### config.mk
export PLATFORM = sky130hd
export DESIGN_NAME = cmp_timer16
export DESIGN_NICKNAME = d
export VERILOG_FILES = /design/src/rtl/cmp_timer16_pkg.sv /design/src/rtl/cmp_timer16_tick.sv /design/src/rtl/cmp_timer16_regs.sv /design/src/rtl/cmp_timer16_core.sv /design/src/rtl/cmp_timer16_chan.sv /design/src/rtl/cmp_timer16.sv
export SDC_FILE = /design/constraint.sdc
export NUM_CORES = 1
export LEC_CHECK = 0
export CAP_MARGIN = 40
export CORE_ASPECT_RATIO = 1.1
export CORE_UTILIZATION = 55
export DETAILED_ROUTE_END_ITERATION = 7
export PLACE_DENSITY = 0.87
export RECOVER_POWER = 25
export SKIP_CTS_REPAIR_TIMING = 1
export SYNTH_ARGS = -nofsm -noshare
export SYNTH_HDL_FRONTEND = slang
export SYNTH_SLANG_ARGS = --single-unit
### constraint.sdc
create_clock -name clk -period 4.8 [get_ports clk]
set_clock_uncertainty 0.2 [all_clocks]
set_input_delay 0.48 -clock clk [delete_from_list [all_inputs] [get_ports clk]]
set_output_delay 0.48 -clock clk [all_outputs]
set_load 0.02 [all_outputs]
### src/rtl/cmp_timer16_pkg.sv
// Package: shared widths, register addresses and action codes for the
// 16-bit compare timer. Assumes an 8-bit register port.
package cmp_timer16_pkg;
    localparam int BYTE_W = 8;
    localparam int ADDR_W = 4;

    typedef enum logic [ADDR_W-1:0] {
        A_CTRL   = 4'd0,
        A_FORCE  = 4'd1,
        A_CNT_L  = 4'd2,
        A_CNT_H  = 4'd3,
        A_CMPA_L = 4'd4,
        A_CMPA_H = 4'd5,
        A_CMPB_L = 4'd6,
        A_CMPB_H = 4'd7,
        A_FLAGS  = 4'd8
    } reg_addr_e;

    typedef enum logic [1:0] {
        ACT_NONE   = 2'b00,
        ACT_TOGGLE = 2'b01,
        ACT_LOW    = 2'b10,
        ACT_HIGH   = 2'b11
    } wave_act_e;

    localparam logic [1:0] MODE_FREE = 2'b00;
    localparam logic [1:0] MODE_CLR  = 2'b01;
endpackage

### src/rtl/cmp_timer16_tick.sv
// Tick generator: selects the system clock or synchronized rising edges of
// the external pin as the count tick, gated by run. Assumes the pin is
// asynchronous and slower than half the clock rate.
module cmp_timer16_tick #(
    parameter int SYNC_STAGES = 2
) (
    input  logic clk,
    input  logic rst_n,
    input  logic pin,
    input  logic ext_sel,
    input  logic run,
    output logic tick
);
    logic [SYNC_STAGES-1:0] sync_q;
    logic                   prev_q;

    generate
        for (genvar i = 0; i < SYNC_STAGES; i++) begin : g_sync
            // Purpose: one synchronizer stage for the external pin.
            always_ff @(posedge clk) begin
                if (!rst_n) sync_q[i] <= 1'b0;
                else if (i == 0) sync_q[i] <= pin;
                else sync_q[i] <= sync_q[(i == 0) ? 0 : i-1];
            end
        end
    endgenerate

    // Purpose: remember the last synchronized level for edge detection.
    always_ff @(posedge clk) begin
        if (!rst_n) prev_q <= 1'b0;
        else prev_q <= sync_q[SYNC_STAGES-1];
    end

    // Purpose: pick the tick source and gate it with run.
    always_comb begin
        tick = run && (ext_sel ? (sync_q[SYNC_STAGES-1] && !prev_q) : 1'b1);
    end
endmodule

### src/rtl/cmp_timer16_regs.sv
// Register port: holds control and compare registers, the shared high-byte
// holding register, read data and force strobes. Assumes single-cycle
// write and read strobes that are not both high at once.
module cmp_timer16_regs
    import cmp_timer16_pkg::*;
#(
    parameter int CNT_W = 16
) (
    input  logic              clk,
    input  logic              rst_n,
    input  logic [ADDR_W-1:0] reg_addr,
    input  logic              reg_wr,
    input  logic              reg_rd,
    input  logic [BYTE_W-1:0] reg_wdata,
    output logic [BYTE_W-1:0] reg_rdata,
    input  logic [CNT_W-1:0]  cnt,
    input  logic [1:0]        flags,
    output logic [1:0]        act_a,
    output logic [1:0]        act_b,
    output logic [1:0]        mode,
    output logic              ext_sel,
    output logic              run,
    output logic [CNT_W-1:0]  cmp_a,
    output logic [CNT_W-1:0]  cmp_b,
    output logic              cnt_wr,
    output logic [CNT_W-1:0]  cnt_wdata,
    output logic              force_a,
    output logic              force_b,
    output logic [1:0]        flag_clr
);
    localparam int HI_LSB = CNT_W - BYTE_W;

    logic [BYTE_W-1:0] ctrl_q;
    logic [BYTE_W-1:0] hold_q;
    logic              wr_ctrl, wr_force, wr_flags;
    logic              no_pwm;

    assign act_a   = ctrl_q[1:0];
    assign act_b   = ctrl_q[3:2];
    assign mode    = ctrl_q[5:4];
    assign ext_sel = ctrl_q[6];
    assign run     = ctrl_q[7];

    // Purpose: decode the write strobes.
    always_comb begin
        wr_ctrl   = reg_wr && (reg_addr == A_CTRL);
        wr_force  = reg_wr && (reg_addr == A_FORCE);
        wr_flags  = reg_wr && (reg_addr == A_FLAGS);
        cnt_wr    = reg_wr && (reg_addr == A_CNT_L);
        cnt_wdata = {hold_q, reg_wdata};
        no_pwm    = !mode[1];
        force_a   = wr_force && reg_wdata[7] && no_pwm;
        force_b   = wr_force && reg_wdata[6] && no_pwm;
        flag_clr  = wr_flags ? reg_wdata[1:0] : 2'b00;
    end

    // Purpose: control register storage.
    always_ff @(posedge clk) begin
        if (!rst_n) ctrl_q <= '0;
        else if (wr_ctrl) ctrl_q <= reg_wdata;
    end

    // Purpose: compare registers, committed as whole words on a low-byte write.
    always_ff @(posedge clk) begin
        if (!rst_n) begin
            cmp_a <= '0;
            cmp_b <= '0;
        end else if (reg_wr) begin
            if (reg_addr == A_CMPA_L) cmp_a <= {hold_q, reg_wdata};
            if (reg_addr == A_CMPB_L) cmp_b <= {hold_q, reg_wdata};
        end
    end

    // Purpose: shared holding register, filled by high writes and low reads.
    always_ff @(posedge clk) begin
        if (!rst_n) hold_q <= '0;
        else if (reg_wr && reg_addr[0] && (reg_addr != A_FORCE) && (reg_addr <= A_CMPB_H))
            hold_q <= reg_wdata;
        else if (reg_rd) begin
            case (reg_addr)
                A_CNT_L:  hold_q <= cnt[CNT_W-1:HI_LSB];
                A_CMPA_L: hold_q <= cmp_a[CNT_W-1:HI_LSB];
                A_CMPB_L: hold_q <= cmp_b[CNT_W-1:HI_LSB];
                default:  hold_q <= hold_q;
            endcase
        end
    end

    // Purpose: read data multiplexer.
    always_comb begin
        reg_rdata = '0;
        if (reg_rd) begin
            case (reg_addr)
                A_CTRL:   reg_rdata = ctrl_q;
                A_CNT_L:  reg_rdata = cnt[BYTE_W-1:0];
                A_CMPA_L: reg_rdata = cmp_a[BYTE_W-1:0];
                A_CMPB_L: reg_rdata = cmp_b[BYTE_W-1:0];
                A_CNT_H, A_CMPA_H, A_CMPB_H: reg_rdata = hold_q;
                A_FLAGS:  reg_rdata = {{(BYTE_W-2){1'b0}}, flags};
                default:  reg_rdata = '0;
            endcase
        end
    end
endmodule

### src/rtl/cmp_timer16_core.sv
// Counter core: counts on tick, clears at compare A in clear-on-match
// mode, and reports per-channel hits. A counter write blocks hits until
// one tick has passed. Assumes a write wins over a coincident tick.
module cmp_timer16_core #(
    parameter int CNT_W = 16
) (
    input  logic             clk,
    input  logic             rst_n,
    input  logic             tick,
    input  logic             clr_mode,
    input  logic             cnt_wr,
    input  logic [CNT_W-1:0] cnt_wdata,
    input  logic [CNT_W-1:0] cmp_a,
    input  logic [CNT_W-1:0] cmp_b,
    output logic [CNT_W-1:0] cnt,
    output logic             hit_a,
    output logic             hit_b
);
    logic blocked_q;
    logic live;

    // Purpose: a tick may produce hits only if no write is pending or present.
    always_comb begin
        live  = tick && !blocked_q && !cnt_wr;
        hit_a = live && (cnt == cmp_a);
        hit_b = live && (cnt == cmp_b);
    end

    // Purpose: counter and the one-tick match block after a write.
    always_ff @(posedge clk) begin
        if (!rst_n) begin
            cnt       <= '0;
            blocked_q <= 1'b0;
        end else if (cnt_wr) begin
            cnt       <= cnt_wdata;
            blocked_q <= 1'b1;
        end else if (tick) begin
            blocked_q <= 1'b0;
            cnt       <= (clr_mode && hit_a) ? '0 : cnt + 1'b1;
        end
    end
endmodule

### src/rtl/cmp_timer16_chan.sv
// Compare channel: applies the two-bit action on a hit or a force and
// keeps a sticky match flag that only hits set. Assumes force arrives
// already gated by the mode.
module cmp_timer16_chan
    import cmp_timer16_pkg::*;
(
    input  logic       clk,
    input  logic       rst_n,
    input  logic       hit,
    input  logic       force_cmp,
    input  logic [1:0] act,
    input  logic       clr,
    output logic       wave,
    output logic       flag
);
    // Purpose: waveform output update.
    always_ff @(posedge clk) begin
        if (!rst_n) wave <= 1'b0;
        else if (hit || force_cmp) begin
            case (wave_act_e'(act))
                ACT_TOGGLE: wave <= !wave;
                ACT_LOW:    wave <= 1'b0;
                ACT_HIGH:   wave <= 1'b1;
                default:    wave <= wave;
            endcase
        end
    end

    // Purpose: sticky flag, set by hits, cleared by write-one.
    always_ff @(posedge clk) begin
        if (!rst_n) flag <= 1'b0;
        else if (hit) flag <= 1'b1;
        else if (clr) flag <= 1'b0;
    end
endmodule

### src/rtl/cmp_timer16.sv
// Top: 16-bit compare timer with forced compare. Wires the register port,
// tick generator, counter core and two compare channels.
module cmp_timer16
    import cmp_timer16_pkg::*;
#(
    parameter int SYNC_STAGES = 2
) (
    input  logic       clk,
    input  logic       rst_n,
    input  logic       ext_cnt_pin,
    input  logic [3:0] reg_addr,
    input  logic       reg_wr,
    input  logic       reg_rd,
    input  logic [7:0] reg_wdata,
    output logic [7:0] reg_rdata,
    output logic       wave_a,
    output logic       wave_b,
    output logic       flag_a,
    output logic       flag_b
);
    localparam int CNT_W = 2 * BYTE_W;

    logic [1:0]       act_a, act_b, mode, flag_clr;
    logic             ext_sel, run, tick, cnt_wr, force_a, force_b;
    logic             hit_a, hit_b, clr_mode;
    logic [CNT_W-1:0] cmp_a, cmp_b, cnt, cnt_wdata;

    assign clr_mode = (mode == MODE_CLR);

    cmp_timer16_regs #(.CNT_W(CNT_W)) u_regs (
        .clk(clk), .rst_n(rst_n), .reg_addr(reg_addr), .reg_wr(reg_wr),
        .reg_rd(reg_rd), .reg_wdata(reg_wdata), .reg_rdata(reg_rdata),
        .cnt(cnt), .flags({flag_b, flag_a}), .act_a(act_a), .act_b(act_b),
        .mode(mode), .ext_sel(ext_sel), .run(run), .cmp_a(cmp_a),
        .cmp_b(cmp_b), .cnt_wr(cnt_wr), .cnt_wdata(cnt_wdata),
        .force_a(force_a), .force_b(force_b), .flag_clr(flag_clr)
    );

    cmp_timer16_tick #(.SYNC_STAGES(SYNC_STAGES)) u_tick (
        .clk(clk), .rst_n(rst_n), .pin(ext_cnt_pin), .ext_sel(ext_sel),
        .run(run), .tick(tick)
    );

    cmp_timer16_core #(.CNT_W(CNT_W)) u_core (
        .clk(clk), .rst_n(rst_n), .tick(tick), .clr_mode(clr_mode),
        .cnt_wr(cnt_wr), .cnt_wdata(cnt_wdata), .cmp_a(cmp_a),
        .cmp_b(cmp_b), .cnt(cnt), .hit_a(hit_a), .hit_b(hit_b)
    );

    cmp_timer16_chan u_chan_a (
        .clk(clk), .rst_n(rst_n), .hit(hit_a), .force_cmp(force_a),
        .act(act_a), .clr(flag_clr[0]), .wave(wave_a), .flag(flag_a)
    );

    cmp_timer16_chan u_chan_b (
        .clk(clk), .rst_n(rst_n), .hit(hit_b), .force_cmp(force_b),
        .act(act_b), .clr(flag_clr[1]), .wave(wave_b), .flag(flag_b)
    );
endmodule

[After elaboration in Yosys (flattened, before gate mapping)]
Cells that the tools add are included.
Storage, ports and cells
  memory bits (writable): 0
  ROM bits: 0
  register bits: 72
  memories kept: 0
  bits in latches: 0
  logic and storage cells: 91
  output and inout bits: 12
  input bits: 17
Cells by class
  add/subtract/negate cells: 1
  multipliers: 0
  magnitude comparators: 1
  div/mod/pow operators: 0
  eq/ne operators: 18
  reduce and logical (&&, ||, !) cells: 40
  bitwise gates (word level): 0
  shift operators: 0
  multiplexer cells: 18
Operator list (count)
  $mux W16: 3
  $pmux W8 S6: 1
  $eq A16 B16 Y1: 2
  $mux W8: 3
  $pmux W8 S3: 1
  $logic_and A1 B1 Y1: 18
  $add A16 B1 Y16 const B: 1
  $eq A4 B3 Y1 const B: 4
  $reduce_and A2 Y1: 5
  $eq A2 B2 Y1 const B: 4
  $eq A4 B2 Y1 const B: 2
  $reduce_bool A2 Y1: 4
  $mux W1: 7
  $eq A2 B1 Y1 const B: 3
  $logic_not A1 Y1: 6
  $pmux W1 S3: 2
  $reduce_bool A3 Y1: 2
  $eq A4 B1 Y1 const B: 1
  $eq A4 B4 Y1 const B: 1
  $le A4 B3 Y1 const B: 1
  $logic_not A4 Y1: 1
  $ne A4 B1 Y1 const B: 1
  $reduce_bool A4 Y1: 1
  $reduce_or A3 Y1: 1
  2 further kinds: 3

[Depth between registers and ports, before layout]
Gate-level depths: netlist of run 1.
  depth in word-level cells: 11
  gate-level depth with buffers: 8
  mapped depth without buffers: 6

[Hierarchy]
Synthesis of run 1 repeated with hierarchy kept, for this count alone.
Second synthesis, totals
  cells, all modules: 497
  area, all modules: 4127.7 µm²
Modules (own cells, without submodules)
  cmp_timer16_regs: cells an instance 292, seq. area each 960.9 µm², times used 1, area each 2452.4 µm²
  cmp_timer16_core: cells an instance 176, seq. area each 340.3 µm², times used 1, area each 1388.8 µm²
  cmp_timer16_chan: cells an instance 10, seq. area each 40.0 µm², times used 2, area each 90.1 µm²
  cmp_timer16_tick: cells an instance 8, seq. area each 60.1 µm², times used 1, area each 92.6 µm²
  cmp_timer16: cells an instance 1, seq. area each 0.0 µm², times used 1, area each 13.8 µm²

[Least setup slack after synthesis of run 1]
Ideal clock, no wire load.
  path type: input to output
  from: input reg_addr[2]
  to: output reg_rdata[0]
  arrival time: 1.835 ns
  stages: 6
  setup slack: 2.285 ns
  cells stage by stage: or2_2 > clkbuf_1 > nor3_1 > clkbuf_1 > nand2_1 > a31oi_1
Between the ends
  longest elaborated chain between the ends: 4
Ends and longest elaborated chain
  from (decl): RTL line cmp_timer16.sv:11  | input logic [3:0] reg_addr,
  $eq A4 B2 Y1 or $eq A4 B3 Y1 (tied branches): RTL line cmp_timer16_regs.sv:93  | case (reg_addr)
  $reduce_or A3 Y1: RTL line cmp_timer16_regs.sv:93
  $pmux W8 S6 *: RTL line cmp_timer16_regs.sv:93
  $mux W8 *: RTL line cmp_timer16_regs.sv:92  | if (reg_rd) begin
  to (decl): RTL line cmp_timer16.sv:15  | output logic [7:0] reg_rdata,
Mark *: on every way between the ends. The rest lies on a longest branch, timed or not.

[Final worst setup path of run 1]
Ends and elaborated chain as after synthesis.

==> impl_metrics.env, run 1 <==
export IMPL_power_switching_uw=398
export IMPL_worst_path_max_delay_cell="dlygate4sd3_1"
export IMPL_synthTopCellsByArea="dfxtp_1, mux2i_1, xor2_1"
export IMPL_fin_util_pct=63.7
export IMPL_port_buffers=28
export IMPL_synth_distinct_cells=54
export IMPL_crit_family="buffers and inverters"
export IMPL_max_freq_mhz=258
export IMPL_hold_slack_ps=246
export IMPL_path_buf_inv=3
export IMPL_cts_sinks=72
export IMPL_grt_max_degree=26
export IMPL_place_ws_ps=1120
export IMPL_holdPathEnd="u_tick.sync_q[1]$_SDFF_PN0_"
export IMPL_synthesis_nets=513
export IMPL_cp_slowest_stage_delay_ps=790
export IMPL_syn_to_final_growth_pct=11.2
export IMPL_synth_top_area_share_pct=35.7
export IMPL_internal_power_uw=980
export IMPL_synth_xor_area_share_pct=7.81
export IMPL_rows=32
export IMPL_place_congestion=0.967
export IMPL_start_util_pct=57.3
export IMPL_hold_viol=0
export IMPL_antenna_found_initial=0
export IMPL_core_area_mm2=0.00705
export IMPL_cp_required_ps=4120
export IMPL_nNetsFinal=514
export IMPL_clock_latency_ps=360
export IMPL_clock_path_buffers=2
export IMPL_syn_inst=495
export IMPL_final_antenna_net_count=0
export IMPL_fin_ws_ps=922
export IMPL_antenna_cells=0
export IMPL_p_leak_uw=0.00163
export IMPL_timing_rr_start="u_core.cnt[0]$_SDFFE_PN0P_"
export IMPL_period_share_pct=80.8
export IMPL_critPathKind="primary input to primary output"
export IMPL_slew_limit_headroom_pct=39.5
export IMPL_io_pins=29
export IMPL_grt_pass1_wl_mm=19.7
export IMPL_grt_pass1_vias=3704
export IMPL_startpoint="reg_addr[2]"
export IMPL_nFillCells=588
export IMPL_sequentialPowerShare_pct=47.7
export IMPL_ys_flop_type="dfxtp_1"
export IMPL_async_flop_share_pct=0
export IMPL_p_comb_share_pct=13.3
export IMPL_yosysTopAreaCell="dfxtp_1"
export IMPL_arrival_ps=3200
export IMPL_status="finished clean"
export IMPL_drc=0
export IMPL_yosys_area_share_simple_pct=22.5
export IMPL_synth_top_family_by_area="simple AND/OR/NAND/NOR gates"
export IMPL_synth_adder_area_share_pct=0.310
export IMPL_overflow=0
export IMPL_drt_iter0_markers=504
export IMPL_cp_max_fo=13
export IMPL_ys_warn_count=0
export IMPL_rr_worst_depth=5
export IMPL_wl_per_cell_um=21.3
export IMPL_cts_htree_levels=3
export IMPL_rsz0062_at_grt="no"
export IMPL_fp_dieH_um=91.9
export IMPL_synth_edf_count=0
export IMPL_tns_ps=0
export IMPL_ys_seq_elements=72
export IMPL_syn_cell_area_mm2=0.00404
export IMPL_hold_start="u_tick.sync_q[0]$_SDFF_PN0_"
export IMPL_cts_tree="yes"
export IMPL_root_buffer="clkbuf_8"
export IMPL_design_die_area_mm2=0.00769
export IMPL_synth_most_common_cell="dfxtp_1"
export IMPL_routed_via_count=3972
export IMPL_path_cells="dlygate4sd3_1, or2_2, nor3_1, clkbuf_1, nand2_1, a31oi_1, clkdlybuf4s50_1"
export IMPL_endpoint_kind="primary output"
export IMPL_dp_hpwl_mm=8.73
export IMPL_die_w_um=83.7
export IMPL_sw_frac_of_total_pct=28.9
export IMPL_pwr_density_cell_mw_per_mm2=307
export IMPL_report_final_slew_viol_count=0
export IMPL_reg2reg_slack_ps=2240
export IMPL_setup_violations=0
export IMPL_synthMuxAreaShare_pct=11.1
export IMPL_avgViaCountPerCell=6.78
export IMPL_cap_violations=0
export IMPL_drt_wl_total_mm=12.5
export IMPL_synth_seq_area_share_pct=35.7
export IMPL_syn_avg_cell_area_um2=8.16
export IMPL_r2r_end="u_core.cnt[15]$_SDFFE_PN0P_"
export IMPL_min_period_ps=3880
export IMPL_path_clk_slew_ps=80
export IMPL_cts_buffers=9
export IMPL_synth_compound_area_share_pct=17.3
export IMPL_drive_gt1_share_pct=7.19
export IMPL_hold_path_class="flip-flop to flip-flop"
export IMPL_worstMarginPinSlew_ps=905
export IMPL_holdPathStages=1
export IMPL_dr_pass1_iters=5
export IMPL_p_clk_share_pct=39.0
export IMPL_vdd_drop_max_uv=184
export IMPL_start_kind="primary input"
export IMPL_synth_common_cells="dfxtp_1, nand2_1, nor2_1"
export IMPL_grt_usage_pct=33.5
-- logic make-up after synthesis --
group / count (synthesis)
compound gates: 105
xor+xnor: 36
fa+ha+maj: 1
buf+inv: 49
flops: 72
mux: 37
simple gates: 195
-- routing by layer --
layer  up-vias  track usage (%)  share of wire (%)
met3        66             8.37                 11
met2       295             52.4                 45
li1       1776                -                  -
met1      1835             40.6                 38
met5         -                0                  0
met4         0             22.6                6.3
-- layout make-up --
cell class / instances / area (um^2) / area share (%)
Clock buffer: 9 / 124 / 2.76
Clock inverter: 7 / 95.1 / 2.12
Inverter: 4 / 15.0 / 0.334
Multi-Input combinational cell: 374 / 2380 / 53.1
Sequential cell: 72 / 1440 / 32.1
Tap cell: 85 / 106 / 2.37
Timing Repair Buffer: 35 / 325 / 7.24
-- cell usage in the layout (no fill, tap or decap), types with 3 or more instances in the layout --
| master | count |
|---|---|
| a311oi_1 | 4 |
| nor3_1 | 13 |
| mux2_2 | 3 |
| xnor2_1 | 4 |
| mux4_2 | 6 |
| and2_1 | 3 |
| mux2i_1 | 28 |
| o21a_1 | 4 |
| dfxtp_1 | 72 |
| and3_1 | 3 |
| a21oi_1 | 32 |
| nor4_1 | 11 |
| xor2_1 | 32 |
| o21ai_0 | 6 |
| nand3_1 | 21 |
| o22ai_1 | 9 |
| dlygate4sd3_1 | 6 |
| a31oi_1 | 4 |
| nand4_1 | 4 |
| o31ai_1 | 3 |
| inv_1 | 4 |
| nand2_1 | 65 |
| nor2_1 | 53 |
| buf_4 | 5 |
| nor2b_1 | 3 |
| clkdlybuf4s50_1 | 22 |
| clkbuf_8 | 9 |
| a22oi_1 | 18 |
| a211o_1 | 4 |
| or3_1 | 5 |
| a211oi_1 | 4 |
-- power by group through the flow --
stage	clock network (uW)	logic (uW)	registers [uW]
3_3_place_gp	0	175	668
6_report	537	184	657
5_1_grt	569	195	658
4_1_cts	540	179	655
3_5_place_dp	0	178	668
2_1_floorplan	0	143	639
-- sequential cells by signal, summed over array words and instances (netlist names) --
signal            cells
u_core.cnt           16
u_regs.cmp_a         16
u_regs.cmp_b         16
u_regs.ctrl_q         8
u_regs.hold_q         8
u_tick.sync_q         2
u_chan_a.flag         1
u_chan_a.wave         1
u_chan_b.flag         1
u_chan_b.wave         1
u_core.blocked_q      1
u_tick.prev_q         1
-- per-stage QoR --
stage          cells  area (um^2)  power [uW]
2_1_floorplan    495         4040         782
3_3_place_gp     570         4290         842
3_5_place_dp     570         4290         847
4_1_cts          586         4500        1370
5_1_grt          586         4490        1420
6_report         586         4490        1380
-- worst reg2reg max path, delay by kind of cell, from the launching register on --
kind / cells / cell delay (ps)
AOI/OAI and AO/OA: 2 / 680
DFF: 1 / 540
xor gates and xnor gates: 1 / 130
and+or+nand+nor: 2 / 870
-- worst max path at each step --
stage                        end  cells past startpoint
floorplan           reg_rdata[0]                      6
global placement    reg_rdata[3]                      6
detailed placement  reg_rdata[4]                      6
CTS                 reg_rdata[4]                      6
global route        reg_rdata[0]                      7
finish              reg_rdata[0]                      7
(Power assumes the default switching activity.)
==> run 2, diff against run 1 <==
Settings changed: CORE_UTILIZATION 55 to 53, PLACE_DENSITY 0.87 to 0.88.
Clock period 4.8 ns to 3.21 ns, I/O delays scaled along.
==> run 2 against run 1 <==
Flip-flop and latch count unchanged. Combinational power increased by 63%. Setup slack worse by 810 ps. Non-clock buffer count is 12 higher. Worst hold slack better by 9.3 ps. Design area is 1.7% higher. Wire length is 3.4% lower. Cell count increased by 2.4%. Via count is 0.15% lower. Sequential share of layout area fell by 0.54 points. Global-route usage is 1.6 points lower.
==> impl_metrics.env, run 2 (synthesis results as in run 1) <==
export IMPL_status="finished clean"
export IMPL_period_share_pct=96.5
export IMPL_setup_violations=0
export IMPL_grt_pass1_vias=3804
export IMPL_layout_commonest_cell="dfxtp_1"
export IMPL_grt_max_degree=22
export IMPL_dr_pass1_iters=6
export IMPL_start_util_pct=54.3
export IMPL_routed_via_count=3966
export IMPL_hold_viol=0
export IMPL_placed_area_mm2=0.00438
export IMPL_route_met3_wl_mm=1.20
export IMPL_antenna_cells=0
export IMPL_grt_usage_pct=31.9
export IMPL_nNetsFinal=526
export IMPL_max_freq_mhz=323
export IMPL_dp_hpwl_mm=8.67
export IMPL_arrival_ps=2580
export IMPL_start_kind="primary input"
export IMPL_overflow=0
export IMPL_grt_pass1_wl_mm=19.5
export IMPL_final_cell_mix="dfxtp_1, nand2_1, nor2_1"
export IMPL_clock_latency_ps=350
export IMPL_port_buffers=28
export IMPL_antenna_found_initial=0
export IMPL_fin_ws_ps=112
export IMPL_endpoint_kind="primary output"
export IMPL_slew_limit_headroom_pct=35.9
export IMPL_vdd_drop_max_uv=243
export IMPL_min_period_ps=3100
export IMPL_cts_htree_levels=3
export IMPL_cts_buffers=9
export IMPL_critPathKind="primary input to primary output"
export IMPL_fp_dieH_um=93.5
export IMPL_m1WireLength_mm=4.68
export IMPL_drc=0
export IMPL_nFillCells=616
export IMPL_tns_ps=0
export IMPL_fin_area_mm2=0.00457
export IMPL_rsz0062_at_grt="no"
export IMPL_root_buffer="clkbuf_8"
export IMPL_path_clk_slew_ps=80
export IMPL_place_congestion=0.940
export IMPL_p_leak_uw=0.00168
export IMPL_wl_per_cell_um=20.1
export IMPL_reg_top3="u_core.cnt x16, u_regs.cmp_a x16, u_regs.cmp_b x16"
export IMPL_report_final_slew_viol_count=0
export IMPL_cts_tree="yes"
export IMPL_cp_max_fo=8
export IMPL_die_w_um=85.2
export IMPL_drive_gt1_share_pct=9.36
export IMPL_io_pins=29
export IMPL_cap_violations=0
export IMPL_cp_required_ps=2690
export IMPL_clock_path_buffers=2
export IMPL_drt_iter0_markers=477
export IMPL_met2WireLength_mm=5.64
export IMPL_rows=33
export IMPL_place_ws_ps=156
export IMPL_final_antenna_net_count=0
export IMPL_cts_sinks=72
export IMPL_pwr_density_cell_mw_per_mm2=444
export IMPL_core_area_mm2=0.00743
export IMPL_hold_slack_ps=255
export IMPL_worstMarginPinSlew_ps=962
export IMPL_design_die_area_mm2=0.00797
export IMPL_syn_to_final_growth_pct=13.2
export IMPL_drt_wl_total_mm=12.0
export IMPL_hold_path_class="flip-flop to flip-flop"
export IMPL_avgViaCountPerCell=6.61
export IMPL_highest_layer="met4"
-- run 2: metal layers --
layer,track usage (%),up-vias
met1,38.1,1854
met2,53.0,265
li1,-,1793
met3,7.68,54
met4,16.8,0
met5,0,-
-- run 2: worst max-delay path, stage by stage --
cell,delay (ps)
clkdlybuf4s50_1,530
nor2b_1,350
and2_1,390
a32oi_1,90
a31oi_1,240
clkdlybuf4s50_1,640
-- run 2: final timing paths --
path                                             startpoint                           to  slack, ps  cells past startpoint
worst min-delay path            u_tick.sync_q[0]$_SDFF_PN0_  u_tick.sync_q[1]$_SDFF_PN0_        250                      1
worst max-delay path                            reg_addr[0]                 reg_rdata[0]        110                      6
worst max register to register   u_core.cnt[4]$_SDFFE_PN0P_  u_core.cnt[15]$_SDFFE_PN0P_        660                      5
worst min register to register  u_tick.sync_q[0]$_SDFF_PN0_  u_tick.sync_q[1]$_SDFF_PN0_        250                      1
-- run 2: layout make-up --
cell class	instances	area, um^2	area share (%)
clock buffers	10	138	3.01
multi-input cells	374	2390	52.2
repair buffers	47	410	8.98
clock inverters	6	68.8	1.51
well taps	87	109	2.38
flip-flops and latches	72	1440	31.5
inverters	4	15.0	0.329
-- run 2: power breakdown --
group / total (uW) / internal (uW) / switching, uW
combinational: 300 / 120 / 181
sequential: 982 / 921 / 60.1
clock: 749 / 383 / 366
-- run 2: stage by stage --
stage                     std cells  power [uW]  util (%)
after floorplan                 495        1170         -
after detailed placement        584        1290      58.9
after CTS                       600        2030      61.7
after global placement          583        1280      58.8
after global routing            600        2100      61.5
final                           600        2030      61.5
